--- src/rtl/msg_nif_pkg.sv ---
package msg_nif_pkg;

  typedef enum logic [1:0] {
    OP_NONE = 2'd0,
    OP_SEND = 2'd1,
    OP_SRC  = 2'd2,
    OP_RECV = 2'd3
  } nif_op_e;

  // Advance a ring index, wrapping at the queue depth.
  function automatic int unsigned ring_next(input int unsigned idx, input int unsigned depth);
    return (idx + 1 == depth) ? 0 : idx + 1;
  endfunction

  // Occupancy after one cycle of accepted pushes and pops.
  function automatic int unsigned occ_next(input int unsigned occ, input logic push, input logic pop);
    return occ + (push ? 1 : 0) - (pop ? 1 : 0);
  endfunction

  // An operation is illegal when the queue it needs cannot serve it.
  function automatic logic op_illegal(input nif_op_e op, input logic tx_full, input logic rx_empty);
    return (op == OP_SEND && tx_full) ||
           ((op == OP_SRC || op == OP_RECV) && rx_empty);
  endfunction

endpackage

--- src/rtl/msg_nif_fifo.sv ---
module msg_nif_fifo
  import msg_nif_pkg::*;
#(
  parameter int DEPTH = 8,
  parameter int WIDTH = 68
) (
  input  logic                            clk,
  input  logic                            rst_n,
  input  logic                            push_i,
  input  logic [WIDTH-1:0]                din_i,
  input  logic                            pop_i,
  output logic [WIDTH-1:0]                dout_o,
  output logic                            full_o,
  output logic                            empty_o,
  output logic [$clog2(DEPTH+1)-1:0]      count_o
);

  localparam int AW = (DEPTH > 1) ? $clog2(DEPTH) : 1;
  localparam int CW = $clog2(DEPTH + 1);

  logic [WIDTH-1:0] mem [DEPTH];
  logic [AW-1:0]    wr_ptr;
  logic [AW-1:0]    rd_ptr;
  logic [CW-1:0]    occ;

  // Named events for the checks below.
  logic push_ok;
  logic pop_ok;

  assign full_o  = (occ == CW'(DEPTH));
  assign empty_o = (occ == '0);
  assign push_ok = push_i && !full_o;
  assign pop_ok  = pop_i && !empty_o;
  assign dout_o  = mem[rd_ptr];
  assign count_o = occ;

  always_ff @(posedge clk) begin
    if (push_ok) mem[wr_ptr] <= din_i;
  end

  always_ff @(posedge clk) begin
    if (!rst_n) begin
      wr_ptr <= '0;
      rd_ptr <= '0;
      occ    <= '0;
    end else begin
      if (push_ok) wr_ptr <= AW'(ring_next(int'(wr_ptr), DEPTH));
      if (pop_ok)  rd_ptr <= AW'(ring_next(int'(rd_ptr), DEPTH));
      occ <= CW'(occ_next(int'(occ), push_ok, pop_ok));
    end
  end

  AST_NO_OVERFLOW: assert property (@(posedge clk) disable iff (!rst_n)
    push_i |-> !full_o);
  AST_NO_UNDERFLOW: assert property (@(posedge clk) disable iff (!rst_n)
    pop_i |-> !empty_o);
  AST_OCC_BOUND: assert property (@(posedge clk) disable iff (!rst_n)
    occ <= CW'(DEPTH));
  AST_PTR_MEET: assert property (@(posedge clk) disable iff (!rst_n)
    (wr_ptr == rd_ptr) |-> (empty_o || full_o));
  AST_BOTH_HOLD: assert property (@(posedge clk) disable iff (!rst_n)
    (push_ok && pop_ok) |=> (occ == $past(occ)));

endmodule

--- src/rtl/msg_nif_opdec.sv ---
module msg_nif_opdec
  import msg_nif_pkg::*;
(
  input  nif_op_e op_i,
  input  logic    tx_full_i,
  input  logic    rx_empty_i,
  output logic    tx_push_o,
  output logic    rx_pop_o,
  output logic    sel_src_o,
  output logic    sel_recv_o,
  output logic    illegal_o
);

  always_comb begin
    illegal_o  = op_illegal(op_i, tx_full_i, rx_empty_i);
    tx_push_o  = 1'b0;
    rx_pop_o   = 1'b0;
    sel_src_o  = 1'b0;
    sel_recv_o = 1'b0;
    if (!illegal_o) begin
      unique case (op_i)
        OP_SEND: tx_push_o  = 1'b1;
        OP_SRC:  sel_src_o  = 1'b1;
        OP_RECV: begin
          sel_recv_o = 1'b1;
          rx_pop_o   = 1'b1;
        end
        default: ;
      endcase
    end
  end

endmodule

--- src/rtl/msg_nif.sv ---
module msg_nif
  import msg_nif_pkg::*;
#(
  parameter int NODE_W   = 4,
  parameter int DATA_W   = 64,
  parameter int TX_DEPTH = 8,
  parameter int RX_DEPTH = 16
) (
  input  logic              clk,
  input  logic              rst_n,
  input  logic [1:0]        op_i,
  input  logic [NODE_W-1:0] op_node_i,
  input  logic [DATA_W-1:0] op_data_i,
  output logic [DATA_W-1:0] res_data_o,
  output logic              exc_o,
  output logic              br_can_send_o,
  output logic              br_send_blocked_o,
  output logic              br_any_rx_o,
  output logic              br_none_rx_o,
  output logic              tx_valid_o,
  input  logic              tx_ready_i,
  output logic [NODE_W-1:0] tx_node_o,
  output logic [DATA_W-1:0] tx_data_o,
  input  logic              rx_valid_i,
  output logic              rx_ready_o,
  input  logic [NODE_W-1:0] rx_node_i,
  input  logic [DATA_W-1:0] rx_data_i
);

  localparam int EW  = NODE_W + DATA_W;
  localparam int TCW = $clog2(TX_DEPTH + 1);
  localparam int RCW = $clog2(RX_DEPTH + 1);

  nif_op_e         op;
  logic            tx_full, tx_empty, rx_full, rx_empty;
  logic            tx_push, tx_pop, rx_push, rx_pop;
  logic            sel_src, sel_recv, illegal;
  logic [EW-1:0]   tx_head, rx_head;
  logic [TCW-1:0]  tx_count;
  logic [RCW-1:0]  rx_count;
  logic            exc_q;

  assign op = nif_op_e'(op_i);

  msg_nif_opdec u_opdec (
    .op_i       (op),
    .tx_full_i  (tx_full),
    .rx_empty_i (rx_empty),
    .tx_push_o  (tx_push),
    .rx_pop_o   (rx_pop),
    .sel_src_o  (sel_src),
    .sel_recv_o (sel_recv),
    .illegal_o  (illegal)
  );

  assign tx_pop  = tx_valid_o && tx_ready_i;
  assign rx_push = rx_valid_i && rx_ready_o;

  msg_nif_fifo #(.DEPTH(TX_DEPTH), .WIDTH(EW)) u_txq (
    .clk     (clk),
    .rst_n   (rst_n),
    .push_i  (tx_push),
    .din_i   ({op_node_i, op_data_i}),
    .pop_i   (tx_pop),
    .dout_o  (tx_head),
    .full_o  (tx_full),
    .empty_o (tx_empty),
    .count_o (tx_count)
  );

  msg_nif_fifo #(.DEPTH(RX_DEPTH), .WIDTH(EW)) u_rxq (
    .clk     (clk),
    .rst_n   (rst_n),
    .push_i  (rx_push),
    .din_i   ({rx_node_i, rx_data_i}),
    .pop_i   (rx_pop),
    .dout_o  (rx_head),
    .full_o  (rx_full),
    .empty_o (rx_empty),
    .count_o (rx_count)
  );

  assign tx_valid_o = !tx_empty;
  assign tx_node_o  = tx_head[EW-1 -: NODE_W];
  assign tx_data_o  = tx_head[DATA_W-1:0];
  assign rx_ready_o = !rx_full;

  assign br_can_send_o     = !tx_full;
  assign br_send_blocked_o = tx_full;
  assign br_any_rx_o       = !rx_empty;
  assign br_none_rx_o      = rx_empty;

  always_comb begin
    res_data_o = '0;
    if (sel_src)  res_data_o = DATA_W'(rx_head[EW-1 -: NODE_W]);
    if (sel_recv) res_data_o = rx_head[DATA_W-1:0];
  end

  always_ff @(posedge clk) begin
    if (!rst_n) exc_q <= 1'b0;
    else        exc_q <= illegal;
  end
  assign exc_o = exc_q;

  AST_EXC_AFTER_ILLEGAL: assert property (@(posedge clk) disable iff (!rst_n)
    illegal |=> exc_o);
  AST_SEND_FULL_HOLDS: assert property (@(posedge clk) disable iff (!rst_n)
    (op == OP_SEND && tx_full && !tx_pop) |=> (tx_count == $past(tx_count)));
  AST_SRC_KEEPS_HEAD: assert property (@(posedge clk) disable iff (!rst_n)
    (op == OP_SRC && !rx_push) |=> (rx_count == $past(rx_count)));
  AST_EMPTY_READ_ZERO: assert property (@(posedge clk) disable iff (!rst_n)
    ((op == OP_SRC || op == OP_RECV) && rx_empty) |-> (res_data_o == '0));
  AST_RX_READY_FULL: assert property (@(posedge clk) disable iff (!rst_n)
    (rx_count == RCW'(RX_DEPTH)) |-> !rx_ready_o);
  AST_NOP_QUIET: assert property (@(posedge clk) disable iff (!rst_n)
    (op == OP_NONE) |=> !exc_o);

endmodule

--- config.mk ---
export PLATFORM = sky130hd
export DESIGN_NAME = msg_nif
export DESIGN_NICKNAME = d
export VERILOG_FILES = /design/src/rtl/msg_nif_pkg.sv /design/src/rtl/msg_nif_fifo.sv /design/src/rtl/msg_nif_opdec.sv /design/src/rtl/msg_nif.sv
export SDC_FILE = /design/constraint.sdc
export NUM_CORES = 1
export LEC_CHECK = 0
export ABC_AREA = 1
export BUFFER_PORTS_ARGS = -buffer_cell sky130_fd_sc_hd__buf_2
export CORE_MARGIN = 10
export CORE_UTILIZATION = 40
export DETAILED_ROUTE_END_ITERATION = 7
export HOLD_SLACK_MARGIN = 0.12
export PLACE_DENSITY_LB_ADDON = 0.3
export SKIP_LAST_GASP = 1
export SYNTH_ARGS = -nofsm -noshare
export SYNTH_HDL_FRONTEND = slang
export SYNTH_SLANG_ARGS = --single-unit
--- constraint.sdc ---
create_clock -name clk -period 5.4 [get_ports clk]
set_input_delay 0.54 -clock clk [delete_from_list [all_inputs] [get_ports clk]]
set_output_delay 0.54 -clock clk [all_outputs]
set_load 0.01 [all_outputs]
# ---- Yosys cells after proc, flatten, opt, wreduce, memory -nomap -nowiden
# Memory sizes are Yosys's and may differ from the RTL's. A register that Yosys moved wholly into a read port is not among the register bits.
# Cells that the tools add are included.
dict set report word_totals {
  ram_bits 1632
  register_bits 24
  mem_count 2
  inputBits 142
}
dict set report classes {
  eq_ne 9
  n_mux 24
  n_addsub 8
  reduce_logical 16
}
# memory depth word_bits read_ports rd_clocked_by_memory_dff wr line
set memory_table {}
lappend memory_table {u_rxq.mem 16 68 1 1 1 msg_nif_fifo.sv:21} ;# logic [WIDTH-1:0] mem [DEPTH];
lappend memory_table {u_txq.mem 8 68 1 1 1 msg_nif_fifo.sv:21}
# operator count
set op_table {}
lappend op_table {{$mux W64} 1}
lappend op_table {{$mux W4} 5}
lappend op_table {{$eq A5 B5 Y1 const B} 3}
lappend op_table {{$mux W1} 14}
lappend op_table {{$eq A4 B4 Y1 const B} 3}
lappend op_table {{$mux W3} 4}
lappend op_table {{$add A4 B1 Y5 const B} 2}
lappend op_table {{$add A3 B1 Y4 const B} 2}
lappend op_table {{$logic_and A1 B1 Y1} 8}
lappend op_table {{$add A5 B5 Y5} 1}
lappend op_table {{$logic_not A5 Y1} 1}
lappend op_table {{$sub A5 B5 Y5} 1}
lappend op_table {{$add A4 B4 Y4} 1}
lappend op_table {{$eq A2 B2 Y1 const B} 2}
lappend op_table {{$logic_not A1 Y1} 4}
lappend op_table {{$logic_not A4 Y1} 1}
lappend op_table {{$sub A4 B4 Y4} 1}
lappend op_table {{$eq A2 B1 Y1 const B} 1}
lappend op_table {{$logic_or A1 B1 Y1} 2}

# ---- Depth between registers and ports, before layout
# Gate-level depths: netlist of the first run.
dict set report depth {
  word_depth 9
  depth_mapped 14
  ltp_nobuf 13
}

# ---- Hierarchy
# Synthesis of the first run repeated with hierarchy kept, for this count alone.
dict set report hier_totals {
  hier_cells 6916
  hier_area_um2 71138.2
}
# mod area_each_um2 n_inst seq_area_each_um2 cells_each
set modules_own_cells {}
lappend modules_own_cells {{msg_nif_fifo (u_rxq)} 47240.3 1 33011.7 4514}
lappend modules_own_cells {{msg_nif_fifo (u_txq)} 23219.8 1 16595.9 2240}
lappend modules_own_cells {msg_nif 630.6 1 20.0 151}
lappend modules_own_cells {msg_nif_opdec 47.5 1 0.0 11}

# ---- Least setup slack after synthesis of the first run
# Ideal clock, no wire load.
dict set report synth_timing {
  kind {register to register}
  startpoint {register u_rxq.occ[2] (netlist: u_rxq.count_o[2])}
  endpoint {memory u_rxq.mem[11][0] (enable)}
  period_less_slack_ns 4.441
  setup_ns 0.495
  stages_incl_launch_ff 8
  path_slack_ns 0.959
  arrival_ns 3.946
  path_cell_list {dfxtp_1 -> inv_1 -> ha_1 -> nand4_1 -> nand2_1 -> inv_1 -> nand3_1 -> nor2_1}
}
dict set report synth_via {
  elab_chain_len 6
}
# element line
set synth_rtl {}
lappend synth_rtl {{from (decl)} msg_nif_fifo.sv:24} ;# logic [CW-1:0] occ;
lappend synth_rtl {{from (signal assigned)} msg_nif_fifo.sv:49} ;# occ <= CW'(occ_next(int'(occ), push_ok, pop_ok));
lappend synth_rtl {{$eq A5 B5 Y1 *} msg_nif_fifo.sv:30} ;# assign full_o = (occ == CW'(DEPTH));
lappend synth_rtl {{$logic_not A1 Y1 *} msg_nif.sv:86} ;# assign rx_ready_o = !rx_full;
lappend synth_rtl {{net rx_ready_o} msg_nif.sv:25} ;# output logic rx_ready_o,
lappend synth_rtl {{$logic_and A1 B1 Y1} msg_nif.sv:57} ;# assign rx_push = rx_valid_i && rx_ready_o;
lappend synth_rtl {{$logic_and A1 B1 Y1 *} msg_nif_fifo.sv:32} ;# assign push_ok = push_i && !full_o;
lappend synth_rtl {{net u_rxq.push_ok} msg_nif_fifo.sv:27} ;# logic push_ok;
lappend synth_rtl {{$mux W1 *} msg_nif_fifo.sv:38} ;# if (push_ok) mem[wr_ptr] <= din_i;
lappend synth_rtl {{$mux W1 (not written as such) *} msg_nif_fifo.sv:38}
lappend synth_rtl {{to (decl)} msg_nif_fifo.sv:21}
# The timed path passes the listed nets; every way through them passes the cells marked *.

==> results.md, run 1 <==
- Finished layout cell area: roughly 77000 sq um
- Number of antenna violations at the first check in global routing: 14
- Drt wl/cell: 21.4 um
- Placed insts: 7591
- Post_cts resized: 0
- Initial Util: about two fifths
- Highest clock rate: 226 MHz
- Global-route wire length before repair: 258000 um
- # port buffers: 280
- Fin cells: 8066
- CTS Root Cell: clkbuf_16
- Crit-path max cell delay: around 0.94 ns
- Synth area leaders: edfxtp_1 74%, nand2_1 8.2%, nand3_1 5.8%
- Area Growth Syn to Fin: 16.1%
- Worst Setup EP: res_data_o[1]
- Via count: 42.6k
- FF+latch area: slightly below 50000 sq um
- First-pass DRT Iterations: 5
- Final #Nets: 5882
- Synth top area share: between 70% and 80%
- HPWL after DPL: 88000 um
- Die X: 426 um
- Clock Latency Late Sink: approximately 0.84 ns
- Ports: approximately 280
- Reg-to-Reg End: u_txq.mem[5][46]$_DFFE_PP_
- Clock Sinks: around 1.7k
- Maxcap violations: 0
- Register bit total from synthesis: about 1.7k
- Place WS: roughly 1.8 ns
- Worst-margin pin slew: between 1 and 1.5 ns
- Tmin final: around 4.4 ns
- RSZ-0062 raised after global routing: no
- Die Area: about 180000 sq um
- CTS buffer count: ~180
- Setup Fix Bufs, Post-CTS: 0
- Placed Area: around 70000 sq um
- Slew HR: ~12%
- Hold Crit Class: in -> reg
- Crit-path leading delay family: buffers and inverters
- CP max-delay cell: dfxtp_4
- Worst R2R Start: u_txq.count_o[2]$_SDFF_PN0_
- CP bufs+invs: 3
- CTS tree: yes
- Height of the die: around 430 um
- Crit path kind: reg -> out
- Crit Path Max Fanout: around 190
- GPL Wtd Cong: roughly 0.78
- Clock skew: about 0.053 ns
- Top cell by count, worst path: nand3_1
- Post-Route WL: 172000 um
- Depth of the most critical reg-to-reg path: 8
- Post-synthesis cell area: 66100 sq um
- Post-route ant nets: 0
- DRT iter0 DRCs: 4232
- Final core occ: 46.6%
- Crit end category: output port
- Clock Tree Buf Depth: 3
- Vias per cell: 5.28
- Worst EP required: slightly below 5 ns
- Seq/Total Area, Yosys: about three quarters
- Lkg Pwr: around 27 nW
- Yosys top cell by area: edfxtp_1
- Crit-path cells: inv_16 -> buf_4 -> nand2_1 -> nand3_1 -> nand3_1 -> nand3_1 -> nand3_1 -> nand2_1 -> buf_2
- Fin. max-slew vios: 0
- Worst path arrival time: roughly 4 ns
- Largest net degree at the start of global routing: 188
- Synthesized net count: roughly 5.5k
- Finish-stage setup viols: 0
- Post-route setup TNS: 0 ns
- Total core area: about 160000 sq um
- Htree depth: 4
- Synth warn: 0
- Gr usage total: a little under a fifth
- Mapped Avg Cell Area: around 12 sq um
- Remaining Overflow, GRT: 0
- R2R Setup Slk: approximately 2.2 ns
- Syn Inst Count: 5387
- Status: complete, no violations
- Fillcell total: between 10k and 15k
- Worst-path clk slew: ~0.060 ns
- Row count: ~150
- Tcrit/Tclk final: between 80% and 90%
- Area of the multi-input gates: 14600 sq um
- Unique masters post-synth: 26
- P per Cell Area: just over 400 nW/um^2
- Hold Fails Final Rpt: 0
- Worst vdd ir: around 0.34 mV
- Vias in the first global route: 40.6k
- Share of cells above drive strength 1: 10.7%
- Drc violations: 0
- Crit. path cell count: 9
- Type of origin of the critical path: register
- Post-route setup slack: a little under 1 ns
-- registers in the layout, indices dropped and copies added (netlist names), named ones only --
register and count:
u_rxq.count_o 5, u_txq.wr_ptr 3, u_rxq.wr_ptr 4, exc_o 1, u_txq.rd_ptr 3, u_txq.mem 544
u_rxq.rd_ptr 4, u_txq.count_o 4, u_rxq.mem 1088
-- synth_stat cells --
library cell / number
inv_4: 1
a21oi_1: 247
nand3_1: 767
fa_1: 2
buf_4: 32
nor3_1: 1
nand2_1: 1437
buf_1: 26
buf_6: 6
xor2_1: 3
clkbuf_1: 93
buf_8: 1
o31ai_1: 1
o21ai_1: 23
nand4_1: 2
a31oi_1: 68
buf_2: 180
clkinv_1: 1
o21ai_0: 282
nor2_1: 440
dfxtp_1: 31
inv_2: 5
inv_1: 87
edfxtp_1: 1632
xnor2_1: 1
ha_1: 18
-- stage by stage --
stage	hold slack, ns	power, mW
after global placement	0.420	20.4
final	0.297	31.8
after floorplan	0.412	18.5
after global routing	0.260	33.2
after CTS	0.200	32.1
after detailed placement	0.424	20.5
-- worst min path at each step --
stage	slack, ns	start	cells past startpoint	end
2_1_floorplan	0.41	u_txq.rd_ptr[2]$_SDFFE_PN0P_	1	register
3_3_place_gp	0.42	u_txq.rd_ptr[2]$_SDFFE_PN0P_	1	register
3_5_place_dp	0.42	u_txq.rd_ptr[2]$_SDFFE_PN0P_	1	register
4_1_cts	0.20	tx_ready_i	4	register
5_1_grt	0.26	tx_ready_i	4	register
6_report	0.30	tx_ready_i	4	register
-- metal layers --
layer	track usage, %	share of wire (%)	vias up
met4	6.95	3.4	4
li1	-	-	19771
met1	25.2	43	21079
met2	29.8	48	1416
met3	2.78	5.9	286
met5	0	0.012	-
-- final cells by class --
class | count | share of cell area (%)
inverter | 94 | 0.511
clock buffer | 231 | 6.01
tap | 2189 | 3.57
timing repair buffer | 493 | 4.83
clock inverter | 95 | 1.25
sequential | 1663 | 64.8
antenna | 9 | 0.0294
multi-input combinational | 3292 | 19.0
-- cells in the final DEF (no fill, tap or decap), types with 85 or more instances in the layout --
| cell type | netlist | routed |
|---|---|---|
| nor2_1 | 440 | 416 |
| nand2_1 | 1437 | 1436 |
| a21oi_1 | 247 | 247 |
| inv_1 | 87 | 85 |
| dlygate4sd3_1 | 0 | 140 |
| edfxtp_1 | 1632 | 1632 |
| o21ai_0 | 282 | 282 |
| buf_2 | 180 | 280 |
| nand3_1 | 767 | 767 |
| clkbuf_16 | 0 | 176 |
-- logic make-up after synthesis --
| group | Yosys count | share of synthesized area (%) |
|---|---|---|
| simple gates | 2647 | 16.5 |
| flops | 1663 | 75.1 |
| compound gates | 621 | 4.84 |
| buf+inv | 432 | 3.07 |
| fa+ha+maj | 20 | 0.402 |
| xor+xnor | 4 | 0.0531 |
-- power breakdown --
part | total, mW | leakage (nW) | internal [mW] | switching [mW]
Combinational | 5.43 | 9.66 | 1.59 | 3.84
Clock | 11.6 | 2.67 | 6.52 | 5.07
Sequential | 14.8 | 15.0 | 14.6 | 0.214
Total | 31.8 | 27.3 | 22.7 | 9.12
-- tightest hold or removal path: cells and delay by family --
kind	cells	cell delay, ns
AOI/OAI and AO/OA	1	0.09
and+or+nand+nor	1	0.13
buffers and inverters	2	0.29
-- timing repair --
action                                 4_1_cts  5_1_grt
endpoints found under the hold margin     1648        0
hold buffers                               140        0
setup endpoints to repair                    0        0
Power figures use the tool's default switching activity.
==> run 2, diff against run 1 <==
Clock period 5.4 ns to 3.9 ns, I/O delays scaled along.
==> run 2 against run 1 <==
Effect of this change:
- the run now ends with max-slew violations left
- register-to-register slack lost 1.0 ns
- non-clock buffer count grew 22
- die area is the same
- critical path depth grew 1
- cell area grew 0.45%
- wire length grew 0.29%
- worst setup slack lost 0.88 ns
- sequential share of layout area shrank 0.29 points
- largest cell class unchanged
- via count shrank 0.62%
==> results.md, run 2 (synthesized netlist as in run 1, its figures left out) <==
- Hold Fails Final Rpt: 0
- Worst-margin pin slew: approximately 1.5 ns
- Post-route setup TNS: 0 ns
- Area Growth Syn to Fin: 16.6%
- Hold EP: u_txq.mem[2][34]$_DFFE_PP_
- Worst vdd ir: around 0.43 mV
- Remaining Overflow, GRT: 0
- Crit Path Max Fanout: 218
- Largest register FFs: between 1k and 1.5k
- Post-route setup slack: between 0.09 and 0.1 ns
- Fin cells: approximately 8.1k
- Drt wl/cell: between 20 and 25 um
- Worst EP required: roughly 3.5 ns
- Depth of the most critical reg-to-reg path: 14
- Post-route ant nets: 0
- Place WS: ~1.1 ns
- Crit end category: output port
- Tcrit/Tclk final: a little over nine tenths
- Lkg Pwr: 27.5 nW
- Via count: between 40k and 50k
- Die X: roughly 430 um
- P per Cell Area: between 500 and 600 nW/um^2
- Hold Crit Class: in -> reg
- Finished layout cell area: roughly 77000 sq um
- Reg-to-Reg End: u_rxq.count_o[4]$_SDFF_PN0_
- DRT iter0 DRCs: between 4k and 5k
- Final #Nets: about 5.9k
- Final Total Pwr: between 40 and 50 mW
- Row count: ~150
- Initial Util: about two fifths
- Placed Area: 70100 sq um
- Clock skew: ~0.044 ns
- Met3 WL: ~10000 um
- DR top layer: met5
- Largest net degree at the start of global routing: between 200 and 250
- Worst-path clk slew: 0.06 ns
- CTS tree: yes
- CTS Root Cell: clkbuf_16
- Die Area: ~180000 sq um
- Gr usage total: between 10% and 20%
- Global-route wire length before repair: approximately 260000 um
- Clock Sinks: 1663
- Number of antenna violations at the first check in global routing: 13
- R2R Setup Slk: approximately 1.2 ns
- Placed insts: roughly 7.6k
- CTS buffer count: 172
- Crit path kind: reg -> out
- Tmin final: roughly 3.8 ns
- Height of the die: 426 um
- First-pass DRT Iterations: 6
- Final core occ: 46.8%
- # port buffers: 280
- Worst R2R Start: u_rxq.count_o[2]$_SDFF_PN0_
- Maxcap violations: 0
- Htree depth: 4
- Failing checks: max-slew violations
- Fin. max-slew vios: 12
- FF+latch area: ~50000 sq um
- Total core area: roughly 160000 sq um
- RSZ-0062 raised after global routing: no
- HPWL after DPL: between 80000 and 90000 um
- Post-Route WL: around 170000 um
- GPL Wtd Cong: approximately 0.75
- WL met2: approximately 83000 um
- Area of the multi-input gates: approximately 15000 sq um
- M1 WL: between 70000 and 80000 um
- Ports: around 280
- Most common cell after layout, fill and taps aside: edfxtp_1
- Finish-stage setup viols: 0
- Setup Fix Bufs, Post-CTS: 0
- Drc violations: 0
- Type of origin of the critical path: register
- Highest clock rate: between 200 and 300 MHz
- Hold depth: 2
- Clock Latency Late Sink: around 0.82 ns
- Worst path arrival time: approximately 3.4 ns
- Worst hold start: op_data_i[34]
- Clock Tree Buf Depth: 3
- Status: finished with violations
- Share of cells above drive strength 1: a little over a tenth
- Vias in the first global route: 40.7k
- Highest-count cells in the layout ignoring fill and taps: 1632 x edfxtp_1, 1436 x nand2_1, 767 x nand3_1
- Fillcell total: 14.4k
- Reg with most FFs: u_rxq.mem
- Vias per cell: 5.24
- Hold WS: between 0.3 and 0.4 ns
- Slew HR: -0.143%
run 2: cell count changes in the layout (fill, tap and decap cells not counted), sizes merged:
| cell | change |
|---|---|
| dlygate4sd3 | +3 |
| clkinv | +6 |
| buf | +19 |
| bufinv | +4 |
| inv | -5 |
| clkinvlp | -4 |
| clkbuf | -18 |
run 2: layout make-up:
class / count / share of cell area (%)
sequential: 1663 / 64.5
clock buffer: 213 / 5.82
inverter: 94 / 0.509
timing repair buffer: 515 / 5.39
tap: 2189 / 3.56
multi-input combinational: 3292 / 18.9
clock inverter: 96 / 1.27
antenna: 9 / 0.0293
run 2: per-layer routing:
| layer | GRT usage [%] | vias to the layer above |
|---|---|---|
| met1 | 25.2 | 20884 |
| met5 | 0 | - |
| met4 | 6.44 | 4 |
| met2 | 29.9 | 1327 |
| met3 | 3.01 | 277 |
| li1 | - | 19799 |
run 2: worst max-delay path: stages, from the launching register on:
cell and delay (ns):
dfxtp_4 0.45, buf_12 0.47, nand2_1 0.11, nand2_1 0.12, nand2_1 0.05, nand3_1 0.12
nand3_1 0.08, nand2_1 0.11, nand2_1 0.08, nand2_1 0.23, buf_2 0.18
run 2: how the worst max path moves through the flow:
| stage | start | end | cells past startpoint |
|---|---|---|---|
| 5_1_grt | register | res_data_o[1] | 10 |
| 6_report | register | res_data_o[1] | 10 |
| 2_1_floorplan | u_rxq.count_o[2]$_SDFF_PN0_ | u_rxq.mem[11][0]$_DFFE_PP_ | 7 |
| 3_3_place_gp | register | res_data_o[13] | 8 |
| 3_5_place_dp | register | res_data_o[12] | 8 |
| 4_1_cts | register | res_data_o[0] | 10 |
run 2: where the power goes:
part	switching (mW)	internal, mW
Combinational	5.41	2.33
Clock	6.83	9.05
Sequential	0.184	20.2
run 2: what timing repair did:
| item | CTS | global route |
|---|---|---|
| endpoints found under the setup margin | 0 | 1 |
| endpoints found under the hold margin | 1656 | 0 |
| gates resized for setup | 0 | 1 |
| hold buffers | 143 | 0 |
